===== src/rtl/qtrig_pkg.sv =====
package qtrig_pkg;
  typedef enum logic [1:0] {
    STEP_NONE = 2'd0,
    STEP_UP   = 2'd1,
    STEP_DOWN = 2'd2
  } step_e;

  // forward successor of a phase state {a,b}: 00 -> 10 -> 11 -> 01 -> 00
  function automatic logic [1:0] fwd_next(input logic [1:0] s);
    case (s)
      2'b00:   fwd_next = 2'b10;
      2'b10:   fwd_next = 2'b11;
      2'b11:   fwd_next = 2'b01;
      default: fwd_next = 2'b00;
    endcase
  endfunction
endpackage


===== src/rtl/qtrig_sync.sv =====
module qtrig_sync #(
  parameter int W = 2
) (
  input  logic         clk,
  input  logic [W-1:0] d_async,
  output logic [W-1:0] d_sync
);
  for (genvar i = 0; i < W; i++) begin : g_bit
    logic meta_q, sync_q;
    always_ff @(posedge clk) begin
      meta_q <= d_async[i];
      sync_q <= meta_q;
    end
    assign d_sync[i] = sync_q;
  end
endmodule


===== src/rtl/qtrig_decode.sv =====
module qtrig_decode
  import qtrig_pkg::*;
(
  input  logic       clk,
  input  logic       clr,
  input  logic [1:0] phase,
  output step_e      step
);
  logic [1:0] prev_q;

  always_ff @(posedge clk) begin
    prev_q <= phase;
  end

  always_comb begin
    step = STEP_NONE;
    if (!clr) begin
      if (phase == fwd_next(prev_q))
        step = STEP_UP;
      else if (prev_q == fwd_next(phase))
        step = STEP_DOWN;
    end
  end
endmodule


===== src/rtl/qtrig_pulse.sv =====
module qtrig_pulse #(
  parameter int PULSE_CLKS = 1000
) (
  input  logic clk,
  input  logic clr,
  input  logic fire,
  input  logic enable,
  output logic trig_n
);
  localparam int CW = $clog2(PULSE_CLKS + 1);
  localparam logic [CW-1:0] LOAD = CW'(PULSE_CLKS);

  logic [CW-1:0] left_q, left_nxt;

  always_comb begin
    if (clr)
      left_nxt = '0;
    else if (left_q != '0)
      left_nxt = left_q - 1'b1;
    else if (fire && enable)
      left_nxt = LOAD;
    else
      left_nxt = '0;
  end

  always_ff @(posedge clk) begin
    left_q <= left_nxt;
    trig_n <= (left_nxt == '0);
  end
endmodule


===== src/rtl/qtrig_top.sv =====
module qtrig_top
  import qtrig_pkg::*;
#(
  parameter int POS_W      = 24,
  parameter int TRIG_STEPS = 16,
  parameter int PULSE_CLKS = 1000
) (
  input  logic             clk,
  input  logic             cnt_clr,
  input  logic             quad_a,
  input  logic             quad_b,
  input  logic             trig_en,
  output logic             trig_n,
  output logic [POS_W-1:0] position
);
  localparam int OFF_W = $clog2(TRIG_STEPS + 1) + 1;
  localparam logic signed [OFF_W-1:0] DIST_POS = OFF_W'(TRIG_STEPS);
  localparam logic signed [OFF_W-1:0] DIST_NEG = -DIST_POS;

  logic [1:0] phase_s;
  step_e      step;
  logic signed [OFF_W-1:0] dist_q, dist_nxt;
  logic       fire;

  qtrig_sync #(.W(2)) u_sync (
    .clk     (clk),
    .d_async ({quad_a, quad_b}),
    .d_sync  (phase_s)
  );

  qtrig_decode u_decode (
    .clk   (clk),
    .clr   (cnt_clr),
    .phase (phase_s),
    .step  (step)
  );

  always_comb begin
    case (step)
      STEP_UP:   dist_nxt = dist_q + OFF_W'(1);
      STEP_DOWN: dist_nxt = dist_q - OFF_W'(1);
      default:   dist_nxt = dist_q;
    endcase
    fire = (step != STEP_NONE) && ((dist_nxt == DIST_POS) || (dist_nxt == DIST_NEG));
  end

  always_ff @(posedge clk) begin
    if (cnt_clr) begin
      position <= '0;
      dist_q   <= '0;
    end else begin
      case (step)
        STEP_UP:   position <= position + 1'b1;
        STEP_DOWN: position <= position - 1'b1;
        default:   position <= position;
      endcase
      dist_q <= fire ? '0 : dist_nxt;
    end
  end

  qtrig_pulse #(.PULSE_CLKS(PULSE_CLKS)) u_pulse (
    .clk    (clk),
    .clr    (cnt_clr),
    .fire   (fire),
    .enable (trig_en),
    .trig_n (trig_n)
  );
endmodule


===== config.mk =====
export PLATFORM = sky130hd
export DESIGN_NAME = qtrig_top
export DESIGN_NICKNAME = d
export VERILOG_FILES = /design/src/rtl/qtrig_pkg.sv /design/src/rtl/qtrig_sync.sv /design/src/rtl/qtrig_decode.sv /design/src/rtl/qtrig_pulse.sv /design/src/rtl/qtrig_top.sv
export SDC_FILE = /design/constraint.sdc
export NUM_CORES = 1
export LEC_CHECK = 0
export BUFFER_PORTS_ARGS = -buffer_cell sky130_fd_sc_hd__buf_2
export CORE_UTILIZATION = 59
export DETAILED_ROUTE_END_ITERATION = 8
export HOLD_SLACK_MARGIN = 0.08
export PLACE_DENSITY_LB_ADDON = 0.2
export SETUP_SLACK_MARGIN = 0.4
export SYNTH_ARGS = -nofsm -noshare
export SYNTH_HDL_FRONTEND = slang
export SYNTH_SLANG_ARGS = --single-unit

===== constraint.sdc =====
create_clock -name clk -period 4.8 [get_ports clk]
set_clock_uncertainty 0.2 [all_clocks]
set_input_delay 0 -clock clk [delete_from_list [all_inputs] [get_ports clk]]
set_output_delay 0 -clock clk [all_outputs]
set_load 0.05 [all_outputs]

# After elaboration in Yosys (flattened, before gate mapping)
# Cells that the tools add are included.
[op_classes] n_addsub=5 eq_ne=10 muxes=13 reduce_logical=10
[op_table] operator="24-bit one-hot mux with 2 select lines" n=1
[op_table] operator="10-bit 2-to-1 mux" n=3
[op_table] operator="24-bit by 1-bit adder with 24-bit output (second input constant)" n=1
[op_table] operator="24-bit by 1-bit subtractor with 24-bit output (second input constant)" n=1
[op_table] operator="2-bit 2-to-1 mux" n=6
[op_table] operator="2-bit one-hot mux with 3 select lines" n=2
[op_table] operator="6-bit one-hot mux with 2 select lines" n=1
[op_table] operator="2-bit == test (second input constant)" n=5
[op_table] operator="10-bit zero test" n=1
[op_table] operator="10-bit nonzero test" n=1
[op_table] operator="10-bit by 1-bit subtractor with 10-bit output (second input constant)" n=1
[op_table] operator="6-bit by 2-bit adder with 6-bit output (second input constant)" n=1
[op_table] operator="6-bit by 5-bit == test with 1-bit output (second input constant)" n=1
[op_table] operator="6-bit == test (second input constant)" n=1
[op_table] operator="6-bit by 2-bit subtractor with 6-bit output (second input constant)" n=1
[op_table] operator="2-bit == test" n=2
[op_table] operator="2-bit zero test" n=2
[op_table] operator="2-bit nonzero test" n=2
[op_table] operator="2-bit by 1-bit == test with 1-bit output (second input constant)" n=1
[op_table] operator="1-bit logical AND" n=2
[op_table] operator="2-bit OR reduction" n=1
[op_table] operator="1-bit logical OR" n=1
[word_totals] reg_bits=47

# Longest topological paths before layout
[depth] ltp_word=20 ltp_mapped=13 mapped_depth_nobuf=13

# Cells and area by module
# From an unflattened synthesis, not the netlist that was laid out.
[unflattened] cells_unflattened=466 hier_area_um2=3684.8
[by_module_without_submodules] mod="qtrig_top" n_inst=1 cells_per_inst=393 area_per_inst_um2=2932.8 seq_area_each_um2=580.6
[by_module_without_submodules] mod="qtrig_pulse" n_inst=1 cells_per_inst=61 area_per_inst_um2=585.6 seq_area_each_um2=220.2
[by_module_without_submodules] mod="qtrig_sync" n_inst=1 cells_per_inst=6 area_per_inst_um2=95.1 seq_area_each_um2=80.1
[by_module_without_submodules] mod="qtrig_decode" n_inst=1 cells_per_inst=6 area_per_inst_um2=71.3 seq_area_each_um2=40.0

# Worst setup path before layout
# OpenSTA, ideal clock, no wires.
[synth_timing] kind="register -> register" from="reg u_sync.g_bit[0].sync_q" to="reg position[23]" setup_time_ps=123 t_arrival_ps=3224 slack_ps=1252 stages_incl_launch_ff=12 n_path_buf=0 path_cell_list="dfxtp_1 -> xnor2_1 -> or3_1 -> inv_1 -> ha_1 -> ha_1 -> a21o_1 -> o21bai_1 -> or4_1 -> mux2i_1 -> a31oi_1 -> mux2_1"
[synth_via] elab_chain_cells=10 elab_cells_between_ends=15
[synth_lines] item="from (decl)" line="qtrig_sync.sv:9" text="logic meta_q, sync_q;"
[synth_lines] item="from (signal assigned)" line="qtrig_sync.sv:12" text="sync_q <= meta_q;"
[synth_lines] item="2-bit == test / 2-bit zero test (equally long branches)" line="qtrig_pkg.sv:10" text="case (s)"
[synth_lines] item="2-bit one-hot mux with 3 select lines" line="qtrig_pkg.sv:10"
[synth_lines] item="2-bit 2-to-1 mux" line="qtrig_decode.sv:18" text="if (phase == fwd_next(prev_q))"
[synth_lines] item="2-bit 2-to-1 mux" line="qtrig_decode.sv:17" text="if (!clr) begin"
[synth_lines] item="2-bit == test" line="qtrig_decode.sv:20" text="else if (prev_q == fwd_next(phase))"
[synth_lines] item="2-bit 2-to-1 mux" line="qtrig_decode.sv:20"
[synth_lines] item="2-bit 2-to-1 mux (*)" line="qtrig_decode.sv:18"
[synth_lines] item="2-bit 2-to-1 mux (*)" line="qtrig_decode.sv:17"
[synth_lines] item="2-bit == test / 2-bit by 1-bit == test with 1-bit output (equally long branches)" line="qtrig_top.sv:52" text="case (step)"
[synth_lines] item="24-bit one-hot mux with 2 select lines / 2-bit nonzero test (equally long branches)"
[synth_lines] item="to (signal assigned)" line="qtrig_top.sv:53" text="STEP_UP: position <= position + 1'b1;"
[synth_lines] item="to (signal assigned)" line="qtrig_top.sv:54" text="STEP_DOWN: position <= position - 1'b1;"
[synth_lines] item="to (signal assigned)" line="qtrig_top.sv:55" text="default: position <= position;"
[synth_lines] item="to (decl)" line="qtrig_top.sv:14" text="output logic [POS_W-1:0] position"
# Mark *: on every way between the ends. The rest lies on a longest branch, timed or not. The select of a mux whose other input is x is not followed.
# A chain may end at the register's enable or synchronous reset.

# Final worst setup path
[layout_timing] from="in cnt_clr" to="reg position[23]"
[layout_via] elab_chain_cells=3 elab_cells_between_ends=5
[layout_lines] item="from (decl)" line="qtrig_top.sv:9" text="input logic cnt_clr,"
[layout_lines] item="2-bit 2-to-1 mux" line="qtrig_decode.sv:17"
[layout_lines] item="2-bit == test / 2-bit by 1-bit == test with 1-bit output (equally long branches)" line="qtrig_top.sv:52"
[layout_lines] item="24-bit one-hot mux with 2 select lines / 2-bit nonzero test (equally long branches)"
# Several ways; a longest one is shown, not always the timed one.

==> results.yml <==
global_route:
  grt_pass1_wl_mm: 9.77
  grt_start_max_net_pins: 25
  grt_overflow: 0
  antenna_found_initial: 0
  grt_usage: 0.236
  grt_pass1_vias: 2183
sta:
  rsz0062_at_grt: "false"
  setup_viol: 0
  maxSlewHeadroom: 0.378
  worstMarginPinSlew_ps: 930
  layout_worst_path_cycle_share: 0.834
  setup_tns_ps: 0
  hold_violations: 0
  finalHoldWorstSlack_ps: 127
  post-route-min-period_ps: 4000
  max_clock_freq_mhz: 250
  drv_slew: 0
setup_path:
  critical_path.endpoint: "position[23]"
  slowest_stage: "ha_1"
  rrSetupSlack_ps: 930
  r2r_start: "u_sync.g_bit[0].sync_q"
  worstPathCellList: "dlygate4sd3_1, buf_2, or3_1, inv_1, ha_1, buf_4, ha_1, a21o_1, o21bai_1, or4_1, mux2i_1, a31oi_1, mux2_1"
  reg2reg_to: "position[23]"
  path_class: "in2reg"
  worst_path_largest_cell_delay_ps: 560
  crit_fanout: 24
  cp-end-kind: "flip-flop"
  cp.depth: 13
  critPathBufInv: 4
  cp.required_ps: 4800
  critical_path_arrival_ps: 4000
  cp-start-kind: "input port"
  cpLargestDelayFamily: "buffers and inverters"
  reg2reg_depth: 12
  cp-startpoint: "cnt_clr"
  crit_top_cell: "ha_1"
synthesis:
  synth.top_cell.area_share: 0.311
  synth-edff-count: 0
  synthCells: 351
  yosys_warnings: 0
  async_flop_share: 0
  yosysTopAreaCell: "dfxtp_1"
  syn_area_mm2: 0.00296
  yosysSeqAreaShare: 0.311
  yosysMostFrequentCell: "dfxtp_1"
  synthFlopType: "dfxtp_1"
  yosys-top-cells-area: "dfxtp_1, ha_1, xnor2_1"
  synth_area_per_cell_um2: 8.42
  ys_top_cells_by_count: "dfxtp_1, nand2_1, a21oi_1, nor2_1"
  synthesis.nets: 386
  yosysUniqueCellTypes: 52
  ys_ff_latch: 46
floorplan:
  die_w_um: 72.8
  dieArea_mm2: 0.00530
  rows: 25
  core_mm2: 0.00479
  start_util: 0.618
  die_h_um: 72.8
  io_pins: 30
finish:
  final_area_mm2: 0.00329
  syn_to_final_growth_pct: 11.2
  drive_gt1_frac: 0.133
  final_cells: 451
  n_antenna_cell: 0
  nNetsFinal: 418
power:
  power_density_mw_per_mm2: 359
  p_leak_nw: 1.43
  p_sw_w: 0.000456
  internal_power_w: 0.000725
  finalPower_w: 0.00118
  clkPwrFrac: 0.212
  comb_power_share: 0.379
  peakVddDrop_mv: 0.220
  p_seq_frac: 0.408
  p_sw_frac: 0.386
detailed_routing:
  drtIter0Drc: 103
  post_drt_wl_per_cell_um: 13.1
  wl_mm: 5.91
  dr.pass1.iters: 4
  ant_nets: 0
  route.detailed.drc: 0
  viasPerCell: 5.66
  vias: 2552
place:
  place_hpwl_mm: 4.33
  place_area_mm2: 0.00315
  numPortBuffers: 29
  gp_congestion: 0.885
  dp_cells: 439
clocking:
  tritoncts: "done"
  clk_latency_ps: 310
  cts.sinks: 46
  path_clk_slew_ps: 90
  cts_max_level: 2
  clockBufferDepth: 2
  cts_setup_buffers: 0
  cts_root_buf: "clkbuf_8"
  cts_made_buffers: 5
job:
  cap_violations: 0
min_path:
  holdCritPathClass: "in2reg"
run_status:
  status: "complete, no violations"
-- worst min-delay path by stage --
stage                      start                endpoint  slack, ps  depth (start not counted)
after floorplan           quad_b  u_sync.g_bit[0].meta_q       -170                          0
after global placement    quad_b  u_sync.g_bit[0].meta_q       -100                          1
after detailed placement  quad_a  u_sync.g_bit[1].meta_q       -100                          1
after CTS                 quad_b  u_sync.g_bit[0].meta_q        120                          2
after global routing      quad_b  u_sync.g_bit[0].meta_q        110                          2
final                     quad_a  u_sync.g_bit[1].meta_q        130                          2
-- layout by cell type, fill, tap and decap left out, drive strengths merged, types with 2 or more instances in the layout --
cell,instances
nand2,37
nor4,3
ha,28
a31oi,3
nand2b,2
o211ai,4
dfxtp,46
a211oi,3
nor3,7
nand3,4
nor2,34
o21a,6
nand4,3
fa,2
xor2,12
o31a,2
mux2,3
nor2b,5
mux2i,9
inv,12
and3,3
or4,2
clkbuf,5
a21oi,36
o21ai,31
xnor2,22
a21o,7
buf,31
o22ai,2
a21boi,2
dlygate4sd3,4
or3,2
-- layer usage --
metal,up-vias,track usage,share of wire
met5,-,0,0
met4,0,0.0610,0.013
met3,9,0.0497,0.033
met2,46,0.374,0.45
met1,1185,0.326,0.50
li1,1312,-,-
-- power by group through the flow --
stage,clock network [W],registers (W),logic [W]
after floorplan,0,0.000530,0.000323
final,0.000251,0.000482,0.000448
after CTS,0.000262,0.000482,0.000447
after global placement,0,0.000490,0.000435
after detailed placement,0,0.000491,0.000442
after global routing,0.000276,0.000490,0.000495
-- final cells by class --
class,count,area (µm²)
Sequential cell,46,921
Clock inverter,3,25.0
Fill cell,407,1500
Multi-Input combinational cell,284,1950
Inverter,11,41.3
Tap cell,67,83.8
Clock buffer,5,68.8
Timing Repair Buffer,35,200
-- logic make-up (layout without fill, tap and decap cells) --
group | count (synthesis) | after routing | share of synthesized area
DFF | 46 | 46 | 0.311
AOI/OAI and AO/OA | 102 | 102 | 0.210
muxes | 12 | 12 | 0.0419
and+or+nand+nor | 106 | 106 | 0.174
buffers and inverters | 21 | 54 | 0.0300
xor gates and xnor gates | 34 | 34 | 0.101
adders and majority gates | 30 | 30 | 0.132
-- sequential cells by signal, indices dropped and copies added, names as in the netlist --
register / count
u_decode.prev_q: 2
position: 24
u_sync.g_bit.sync_q: 2
u_pulse.left_q: 10
dist_q: 5
u_sync.g_bit.meta_q: 2
u_pulse.trig_n: 1
-- timing repair --
action                                 CTS  global route
hold buffers                             4             0
endpoints found under the hold margin   26             0
gates resized for setup                  0             0
-- worst register-to-register path: cells and delay by family, from the launching register on --
family	cells	cell delay, ps
AOI/OAI and AO/OA	3	480
xor gates and xnor gates	1	130
adders and majority gates	2	900
buffers and inverters	2	400
DFF	1	320
muxes	2	460
and+or+nand+nor	2	870
-- per-stage QoR --
stage / worst slack, ps / util
floorplan: 1250 / -
global placement: 1050 / 0.659
detailed placement: 927 / 0.659
CTS: 819 / 0.687
global route: 546 / 0.687
finish: 798 / 0.687
Power figures use the tool's default switching activity.
